===== config.mk =====
export PLATFORM = sky130hd
export DESIGN_NAME = ps2_dev_tx
export DESIGN_NICKNAME = d
export VERILOG_FILES = /design/src/rtl/ps2tx_pkg.sv /design/src/rtl/ps2tx_sync.sv /design/src/rtl/ps2tx_hold.sv /design/src/rtl/ps2tx_tick_cnt.sv /design/src/rtl/ps2tx_frame.sv /design/src/rtl/ps2_dev_tx.sv
export SDC_FILE = /design/constraint.sdc
export NUM_CORES = 1
export LEC_CHECK = 0
export BUFFER_PORTS_ARGS = -buffer_cell sky130_fd_sc_hd__buf_4
export CAP_MARGIN = 20
export CORE_MARGIN = 1.5
export CORE_UTILIZATION = 52
export CTS_CLUSTER_SIZE = 14
export DETAILED_ROUTE_END_ITERATION = 16
export GPL_TIMING_DRIVEN = 0
export PLACE_DENSITY = 0.83
export SKIP_CTS_REPAIR_TIMING = 1
export SLEW_MARGIN = 25
export SYNTH_ARGS = -nofsm -noshare
export SYNTH_HDL_FRONTEND = slang
export SYNTH_SLANG_ARGS = --single-unit

===== constraint.sdc =====
create_clock -name clk -period 1.9 [get_ports clk]
set_clock_uncertainty 0.05 [all_clocks]
set_input_delay 0.19 -clock clk [delete_from_list [all_inputs] [get_ports clk]]
set_output_delay 0.19 -clock clk [all_outputs]
set_load 0.01 [all_outputs]

===== src/rtl/ps2tx_pkg.sv =====
package ps2tx_pkg;

    // frame bit positions; the transmit order runs from bit 0 upward
    localparam int FRAME_BITS = 11;
    localparam int PAR_POS    = 9;
    localparam int STOP_POS   = 10;

    // default phase lengths in microsecond ticks
    localparam int DEF_T_LOW   = 32;
    localparam int DEF_T_HIGH  = 38;
    localparam int DEF_T_SETUP = 11;

    typedef enum logic [1:0] {
        PH_IDLE = 2'd0,
        PH_HIGH = 2'd1,
        PH_LOW  = 2'd2,
        PH_TAIL = 2'd3
    } phase_e;

    typedef struct packed {
        logic       stop;
        logic       parity;
        logic [7:0] payload;
        logic       start;
    } frame_t;

    function automatic logic odd_parity(input logic [7:0] b);
        return ~(^b);
    endfunction

    function automatic frame_t make_frame(input logic [7:0] b);
        frame_t f;
        f.start   = 1'b0;
        f.payload = b;
        f.parity  = odd_parity(b);
        f.stop    = 1'b1;
        return f;
    endfunction

endpackage


===== src/rtl/ps2tx_sync.sv =====
module ps2tx_sync #(
    parameter int W      = 2,
    parameter int STAGES = 2
) (
    input  logic         clk,
    input  logic         rst,
    input  logic [W-1:0] d,
    output logic [W-1:0] q
);
    logic [W-1:0] stage_q [STAGES];

    generate
        for (genvar s = 0; s < STAGES; s++) begin : g_stage
            always_ff @(posedge clk) begin
                if (rst) begin
                    stage_q[s] <= '1;
                end else if (s == 0) begin
                    stage_q[s] <= d;
                end else begin
                    stage_q[s] <= stage_q[(s == 0) ? 0 : s-1];
                end
            end
        end
    endgenerate

    assign q = stage_q[STAGES-1];
endmodule


===== src/rtl/ps2tx_hold.sv =====
module ps2tx_hold (
    input  logic       clk,
    input  logic       rst,
    input  logic       in_valid,
    input  logic [7:0] in_byte,
    output logic       in_ready,
    input  logic       consume,
    output logic       have_byte,
    output logic [7:0] held_byte
);
    always_ff @(posedge clk) begin
        if (rst) begin
            have_byte <= 1'b0;
            held_byte <= '0;
        end else if (consume) begin
            have_byte <= 1'b0;
        end else if (in_valid && !have_byte) begin
            have_byte <= 1'b1;
            held_byte <= in_byte;
        end
    end

    assign in_ready = !have_byte;
endmodule


===== src/rtl/ps2tx_tick_cnt.sv =====
module ps2tx_tick_cnt #(
    parameter int W = 6
) (
    input  logic         clk,
    input  logic         rst,
    input  logic         clr,
    input  logic         inc,
    output logic [W-1:0] cnt
);
    always_ff @(posedge clk) begin
        if (rst || clr) begin
            cnt <= '0;
        end else if (inc) begin
            cnt <= cnt + 1'b1;
        end
    end
endmodule


===== src/rtl/ps2tx_frame.sv =====
module ps2tx_frame
    import ps2tx_pkg::*;
#(
    parameter int T_LOW   = DEF_T_LOW,
    parameter int T_HIGH  = DEF_T_HIGH,
    parameter int T_SETUP = DEF_T_SETUP,
    parameter int CNT_W   = 6
) (
    input  logic             clk,
    input  logic             rst,
    input  logic             tick,
    input  logic             have_byte,
    input  logic [7:0]       held_byte,
    input  logic             clk_hi,
    input  logic             dat_hi,
    input  logic [CNT_W-1:0] cnt,
    output logic             cnt_clr,
    output logic             consume,
    output logic             clk_low,
    output logic             dat_low
);
    localparam logic [3:0]       STOP_IDX  = 4'(STOP_POS);
    localparam logic [CNT_W-1:0] HIGH_END  = CNT_W'(T_HIGH - 1);
    localparam logic [CNT_W-1:0] LOW_END   = CNT_W'(T_LOW - 1);
    localparam logic [CNT_W-1:0] DATA_AT   = CNT_W'(T_HIGH - T_SETUP - 1);
    // skip the first ticks of a high phase so the synchroniser has caught up
    localparam logic [CNT_W-1:0] WATCH_MIN = CNT_W'(2);

    phase_e     ph;
    logic [3:0] idx;
    frame_t     frm;
    logic       host_hold;
    logic       abort_now;
    logic       phase_end;

    assign host_hold = (cnt >= WATCH_MIN) && !clk_hi;
    assign abort_now = (ph == PH_HIGH) && tick && host_hold && (idx != STOP_IDX);

    always_comb begin
        phase_end = 1'b0;
        case (ph)
            PH_HIGH: phase_end = tick && (cnt == HIGH_END);
            PH_LOW:  phase_end = tick && (cnt == LOW_END);
            PH_TAIL: phase_end = tick && (cnt == HIGH_END);
            default: phase_end = 1'b0;
        endcase
    end

    assign cnt_clr = phase_end || abort_now || (ph == PH_IDLE);
    assign consume = (ph == PH_TAIL) && phase_end;

    always_ff @(posedge clk) begin
        if (rst) begin
            ph      <= PH_IDLE;
            idx     <= '0;
            frm     <= '0;
            clk_low <= 1'b0;
            dat_low <= 1'b0;
        end else begin
            case (ph)
                PH_IDLE: begin
                    clk_low <= 1'b0;
                    dat_low <= 1'b0;
                    if (have_byte && tick && clk_hi && dat_hi) begin
                        frm <= make_frame(held_byte);
                        idx <= '0;
                        ph  <= PH_HIGH;
                    end
                end
                PH_HIGH: begin
                    if (abort_now) begin
                        dat_low <= 1'b0;
                        ph      <= PH_IDLE;
                    end else if (phase_end) begin
                        clk_low <= 1'b1;
                        ph      <= PH_LOW;
                    end else if (tick && (cnt == DATA_AT)) begin
                        dat_low <= ~frm[idx];
                    end
                end
                PH_LOW: begin
                    if (phase_end) begin
                        clk_low <= 1'b0;
                        if (idx == STOP_IDX) begin
                            ph <= PH_TAIL;
                        end else begin
                            idx <= idx + 1'b1;
                            ph  <= PH_HIGH;
                        end
                    end
                end
                PH_TAIL: begin
                    dat_low <= 1'b0;
                    if (phase_end) begin
                        ph <= PH_IDLE;
                    end
                end
                default: ph <= PH_IDLE;
            endcase
        end
    end
endmodule


===== src/rtl/ps2_dev_tx.sv =====
module ps2_dev_tx
    import ps2tx_pkg::*;
#(
    parameter int T_LOW       = DEF_T_LOW,
    parameter int T_HIGH      = DEF_T_HIGH,
    parameter int T_SETUP     = DEF_T_SETUP,
    parameter int SYNC_STAGES = 2
) (
    input  logic       clk,
    input  logic       rst,
    input  logic       tick_us,
    input  logic       in_valid,
    output logic       in_ready,
    input  logic [7:0] in_byte,
    input  logic       ps2_clk_in,
    input  logic       ps2_dat_in,
    output logic       ps2_clk_oe,
    output logic       ps2_dat_oe
);
    localparam int T_MAX = (T_HIGH > T_LOW) ? T_HIGH : T_LOW;
    localparam int CNT_W = $clog2(T_MAX + 1) + 1;

    logic [1:0]       line_s;
    logic             have_byte;
    logic [7:0]       held_byte;
    logic             consume;
    logic             cnt_clr;
    logic [CNT_W-1:0] cnt;

    ps2tx_sync #(.W(2), .STAGES(SYNC_STAGES)) sync_i (
        .clk (clk),
        .rst (rst),
        .d   ({ps2_dat_in, ps2_clk_in}),
        .q   (line_s)
    );

    ps2tx_hold hold_i (
        .clk       (clk),
        .rst       (rst),
        .in_valid  (in_valid),
        .in_byte   (in_byte),
        .in_ready  (in_ready),
        .consume   (consume),
        .have_byte (have_byte),
        .held_byte (held_byte)
    );

    ps2tx_tick_cnt #(.W(CNT_W)) cnt_i (
        .clk (clk),
        .rst (rst),
        .clr (cnt_clr),
        .inc (tick_us),
        .cnt (cnt)
    );

    ps2tx_frame #(
        .T_LOW   (T_LOW),
        .T_HIGH  (T_HIGH),
        .T_SETUP (T_SETUP),
        .CNT_W   (CNT_W)
    ) frame_i (
        .clk       (clk),
        .rst       (rst),
        .tick      (tick_us),
        .have_byte (have_byte),
        .held_byte (held_byte),
        .clk_hi    (line_s[0]),
        .dat_hi    (line_s[1]),
        .cnt       (cnt),
        .cnt_clr   (cnt_clr),
        .consume   (consume),
        .clk_low   (ps2_clk_oe),
        .dat_low   (ps2_dat_oe)
    );
endmodule


After elaboration in Yosys (flattened, before gate mapping) --
Memory sizes are Yosys's and may differ from the RTL's. Cells that the tools add are included.
Word-level totals: output and inout port bits 3, bits in writable memories 4, input bits 14, flip-flop bits (word level) 34, memories 1
Memories:
- sync_i.stage_q | depth 2, width 2, read ports 2, clocked after memory_dff 0, write ports 2, line ps2tx_sync.sv:10 | logic [W-1:0] stage_q [STAGES];
Cells by class: mux-type cells 27, $add $sub $neg 2, bitwise gates (word level) 5, order comparisons 2, reductions and logical operators 31, eq/ne operators 17
Operators by type and width (count):
- $mux W2 | 8
- $eq A7 B5 Y1 const B | 2
- $logic_and A1 B1 Y1 | 12
- $mux W4 | 3
- $reduce_and A4 Y1 | 3
- $mux W1 | 10
- $pmux W2 S4 | 1
- $pmux W4 S2 | 1
- $reduce_xor A8 Y1 | 1
- $add A7 B1 Y7 const B | 1
- $eq A7 B6 Y1 const B | 1
- $ge A7 B2 Y1 const B | 1
- $ne A2 B1 Y1 const B | 3
- $ne A2 B2 Y1 const B | 3
- $ne A3 B2 Y1 const B | 2
- $reduce_or A2 Y1 | 3
- $lt A4 B5 Y1 const B | 1
- $add A4 B1 Y4 const B | 1
- $bmux W1 S4 | 1
- $eq A2 B2 Y1 const B | 2
- $eq A4 B4 Y1 const B | 1
- $ne A4 B4 Y1 const B | 1
- $pmux W1 S2 | 2
- $reduce_and A2 Y1 | 2
- 11 further kinds | 18

Longest topological paths before layout --
An unclocked memory read counts as a cell.
depth after elaboration 8, depth in mapped cells 9

Hierarchy --
A second synthesis with hierarchy kept.
Unflattened totals: cell total of the unflattened synthesis 215, area total of the unflattened synthesis 2006.9 um^2
By module, submodules not included:
- ps2tx_frame | instances 1, area each 1197.4 um^2, seq. area each 360.3 um^2, cells each 135
- ps2tx_hold | instances 1, area each 401.6 um^2, seq. area each 180.2 um^2, cells each 39
- ps2tx_tick_cnt | instances 1, area each 302.8 um^2, seq. area each 140.1 um^2, cells each 33
- ps2tx_sync | instances 1, area each 105.1 um^2, seq. area each 80.1 um^2, cells each 8

Worst setup path before layout --
OpenSTA, ideal clock, no wires.
path kind register to register, from register frame_i.idx[0], to register frame_i.ph[1], arrival 1931 ps, buffers on the path 1, stages on the path, launching flop included 9, setup time 71 ps, clock period less this slack 2051 ps, required time 1779 ps, path slack -151 ps, path through dfxtp_1 clkbuf_1 inv_1 ha_1 and3b_1 a211oi_2 o211ai_1 a211o_1 a21oi_1
Between the ends: word-level cells in the longest chain between the ends 4
Ends and longest elaborated chain:
- start, declared | line ps2tx_frame.sv:30 | logic [3:0] idx;
- start signal, assigned | line ps2tx_frame.sv:87 | idx <= idx + 1'b1;
- $eq A4 B4 Y1 or $ne A4 B4 Y1 (tied branches) | line ps2tx_frame.sv:84, ps2tx_frame.sv:37
- $mux W2 or $logic_and A1 B1 Y1 (tied branches) | line ps2tx_frame.sv:84, ps2tx_frame.sv:37
- $mux W2, or another cell as far along | line ps2tx_frame.sv:82 | if (phase_end) begin
- $pmux W2 S4 or $reduce_and A4 Y1 (tied branches)
- end signal, assigned | line ps2tx_frame.sv:67 | ph <= PH_HIGH;
- end signal, assigned | line ps2tx_frame.sv:85 | ph <= PH_TAIL;
- end signal, assigned | line ps2tx_frame.sv:88 | ph <= PH_HIGH;
- end, declared | line ps2tx_frame.sv:29 | phase_e ph;
Several ways; a longest one is shown, not always the timed one. The select of a mux whose other input is x is not followed. A chain may end at the register's enable or synchronous reset.

Worst setup path after layout --
from register cnt_i.cnt[1], to register cnt_i.cnt[1]
Between the ends: word-level cells in the longest chain between the ends 7
Ends and longest elaborated chain:
- start, declared | line ps2tx_tick_cnt.sv:8 | output logic [W-1:0] cnt
- start signal, assigned | line ps2tx_tick_cnt.sv:14 | cnt <= cnt + 1'b1;
- $ge A7 B2 Y1 | line ps2tx_frame.sv:36 | assign host_hold = (cnt >= WATCH_MIN) && !clk_hi;
- $logic_and A1 B1 Y1 | line ps2tx_frame.sv:36
- $logic_and A1 B1 Y1 (2 in a row) | line ps2tx_frame.sv:37 | assign abort_now = (ph == PH_HIGH) && tick && host_hold && (idx != STOP_IDX);
- $logic_or A1 B1 Y1 (2 in a row) | line ps2tx_frame.sv:49 | assign cnt_clr = phase_end || abort_now || (ph == PH_IDLE);
- $logic_or A1 B1 Y1 | line ps2tx_tick_cnt.sv:11 | if (rst || clr) begin
Several ways; a longest one is shown, not always the timed one.

==> results.toml <==
[placement]
io_buffers = 14
gp_congestion = 0.867
placed_area_um2 = 2160
dp_hpwl_mm = 2.71

[logic_synthesis]
synth-seq-cells = 38
syn_avg_cell_area_um2 = 9.32
ys_warn_count = 0
syn_inst = 204
synth_nets = 226
synth_cell_types = 45
syn_area_um2 = 1900
synth_flop_cell = "dfxtp_1"
async_flop_share_pct = 0
synth-edff-count = 0
ys_seq_area_share_pct = 40.0

[floorplanning]
die_area_um2 = 4030
fp.dieW_um = 63.5
rows = 21
die_h_um = 63.5
core_um2 = 3420
start_util_pct = 55.6
io_pins = 17

[critical_path]
cp_top_family = "simple AND/OR/NAND/NOR gates"
slowest_delay_ns = 0.55
end_kind = "register"
worst-path-buf-inv = 1
crit_cells = 6
crit_fanout = 7
slowest_stage = "or4_4"
critPathRequiredTime_ns = 2.13
critPathLaunchType = "register"
criticalPathCategory = "register to register"
r2r_cells = 6
worstPathArrival_ns = 2.24
worstPathCellList = "ha_4 -> nor4_4 -> a211oi_4 -> buf_4 -> or4_4 -> a211oi_2"

[sta]
setup-violations-final = 16
rsz0062_at_grt = "true"
max_freq_mhz = 499
post-route-period-util_pct = 106
worst_pin_slew_ns = 0.654
finalHoldViolations = 0
fin_hold_ws_ns = 0.0103
finalMaxSlewViolations = 0
relSlewSlack_pct = 56.4
fin_crit_ns = 2.01
final.setup.worst_slack_ns = -0.106

[finish]
drive_above_1_share_pct = 29.3
fillers = 255
register_area_um2 = 774
area_growth_pct = 27.3
post-route-util_pct = 70.8
finalNetCount = 263
multi_input_comb_area_um2 = 1150
design_area_um2 = 2420
antennaDiodeCount = 0

[drt]
wl_per_cell_um = 13.9
dr.pass1.iters = 4
drtIter0Drc = 109
vias = 1601
wl_mm = 4.00
ant_nets = 0
drc = 0
vias_per_cell = 5.56

[power]
p_comb_share_pct = 21.7
peakVddDrop_v = 0.000490
power_density_nw_per_um2 = 712
clkPwrFrac_pct = 27.6
switching_share_pct = 29.8
intPower_uw = 1210
power.switching_uw = 513
p_leak_uw = 0.000957
p_seq_share_pct = 50.8

[global_route]
grt-ovfl-total = 0
grt_pass1_wl_mm = 6.46
grt_pass1_vias = 1419
use_met3_pct = 6.79
track_usage_pct = 20.8
top_usage_layer = "met2"
grt_max_degree = 14
antenna_found_initial = 0
met2_usage_pct = 31.6
met1_usage_pct = 27.6

[clocking]
cts_max_path_buffers = 2
h-tree-depth = 2
cts_num_sinks = 38
cts_tree = "done"
cts_buffers = 5
root_buffer = "clkbuf_4"
clk_pin_slew_worst_paths_ns = 0.12
clkLatencyLatePin_ns = 0.35

[outcome]
violations = "negative setup slack"
status = "finished, violations left"

[worst_hold_path]
hold-path-cell-count = 3
min_path_type = "input port to register"

[run]
drv_cap = 0
[placed cells by master, fill, tap and decap left out, types with 4 or more instances in the layout]
cell and count:
a21oi_1 5, buf_4 26, clkbuf_1 5, clkbuf_4 5, dfxtp_1 33, dlygate4sd3_1 5, ha_4 5, inv_1 6
inv_4 4, mux2i_1 20, nand2_1 6, nand3_1 5, nand4_1 4, nor2_1 31, o21ai_0 4, or2_2 4
xnor2_1 9, xor2_1 4
[stage by stage]
stage	worst slack (ns)	power [uW]	setup TNS [ns]	instances
2_1_floorplan	-0.0298	1140	-0.0298	204
4_1_cts	-0.206	1680	-0.974	272
3_5_place_dp	-0.178	1220	-0.621	264
5_1_grt	-0.179	1810	-2.65	288
6_report	-0.106	1720	-1.04	288
3_3_place_gp	-0.165	1210	-0.361	264
[power by group through the flow]
| stage | logic [uW] | clock network [uW] | registers, uW |
|---|---|---|---|
| after floorplan | 252 | 0 | 885 |
| after global placement | 322 | 0 | 891 |
| after detailed placement | 328 | 0 | 892 |
| after CTS | 329 | 481 | 874 |
| after global routing | 406 | 524 | 881 |
| final | 373 | 475 | 874 |
[flip-flops by register name, summed over array words and instances, names as in the netlist]
signal            count
cnt_i.cnt             7
frame_i.clk_low       1
frame_i.dat_low       1
frame_i.frm          10
frame_i.idx           4
frame_i.ph            2
hold_i.have_byte      1
hold_i.held_byte      8
sync_i.stage_q        4
[cell type report]
cell class / count / share of cell area (%)
Clock inverter: 2 / 0.672
Sequential cell: 38 / 32.0
Buffer: 11 / 3.15
Clock buffer: 6 / 2.12
Inverter: 10 / 1.96
Timing Repair Buffer: 31 / 10.1
Multi-Input combinational cell: 144 / 47.6
Tap cell: 46 / 2.38
[cell families (layout without fill, tap and decap cells)]
logic type / Yosys count / after routing / share of synthesized area [%]
xor gates and xnor gates: 14 / 14 / 6.45
adders and majority gates: 8 / 8 / 5.27
buffers and inverters: 22 / 60 / 5.73
muxes: 21 / 21 / 11.7
and+or+nand+nor: 71 / 71 / 18.8
DFF: 38 / 38 / 40.0
AOI/OAI and AO/OA: 30 / 30 / 12.0
[layer usage]
| metal | vias up | part of all wire [%] |
|---|---|---|
| met5 | - | 0 |
| met4 | 0 | 1.9 |
| li1 | 797 | - |
| met1 | 749 | 46 |
| met2 | 45 | 47 |
| met3 | 10 | 4.7 |
[cells in the mapped netlist (all sizes together), types with 2 or more instances]
| master | instances | area share, % |
|---|---|---|
| or2 | 4 | 1.3 |
| xor2 | 4 | 1.8 |
| nor3 | 3 | 0.79 |
| a211oi | 6 | 2.9 |
| mux2i | 20 | 11 |
| nor2 | 33 | 6.5 |
| ha | 8 | 5.3 |
| dfxtp | 38 | 40 |
| nand4 | 4 | 1.3 |
| nand2 | 6 | 1.2 |
| xnor2 | 10 | 4.6 |
| nand3 | 5 | 1.3 |
| a21oi | 5 | 1.3 |
| nor4 | 3 | 0.99 |
| inv | 10 | 2.0 |
| a311oi | 2 | 0.92 |
| o21ai | 5 | 1.3 |
| and3 | 2 | 0.66 |
| nand3b | 3 | 1.2 |
| clkbuf | 8 | 1.7 |
| buf | 4 | 2.0 |
[worst register-to-register path, cell delays in order (launching register included)]
cell      delay [ns]
dfxtp_2         0.40
ha_4            0.19
nor4_4          0.31
a211oi_4        0.11
buf_4           0.16
or4_4           0.55
a211oi_2        0.16
[final timing paths]
path,from,endpoint,slack (ns)
max,cnt_i.cnt[1]$_SDFFE_PP0P_,cnt_i.cnt[1]$_SDFFE_PP0P_,-0.11
min,in_byte[4],hold_i.held_byte[4]$_SDFFE_PP0P_,0.01
max reg2reg,cnt_i.cnt[1]$_SDFFE_PP0P_,cnt_i.cnt[1]$_SDFFE_PP0P_,-0.11
min reg2reg,sync_i.stage_q[0][0]$_SDFF_PP1_,sync_i.stage_q[1][0]$_SDFF_PP1_,0.37
Power figures use the tool's default switching activity.
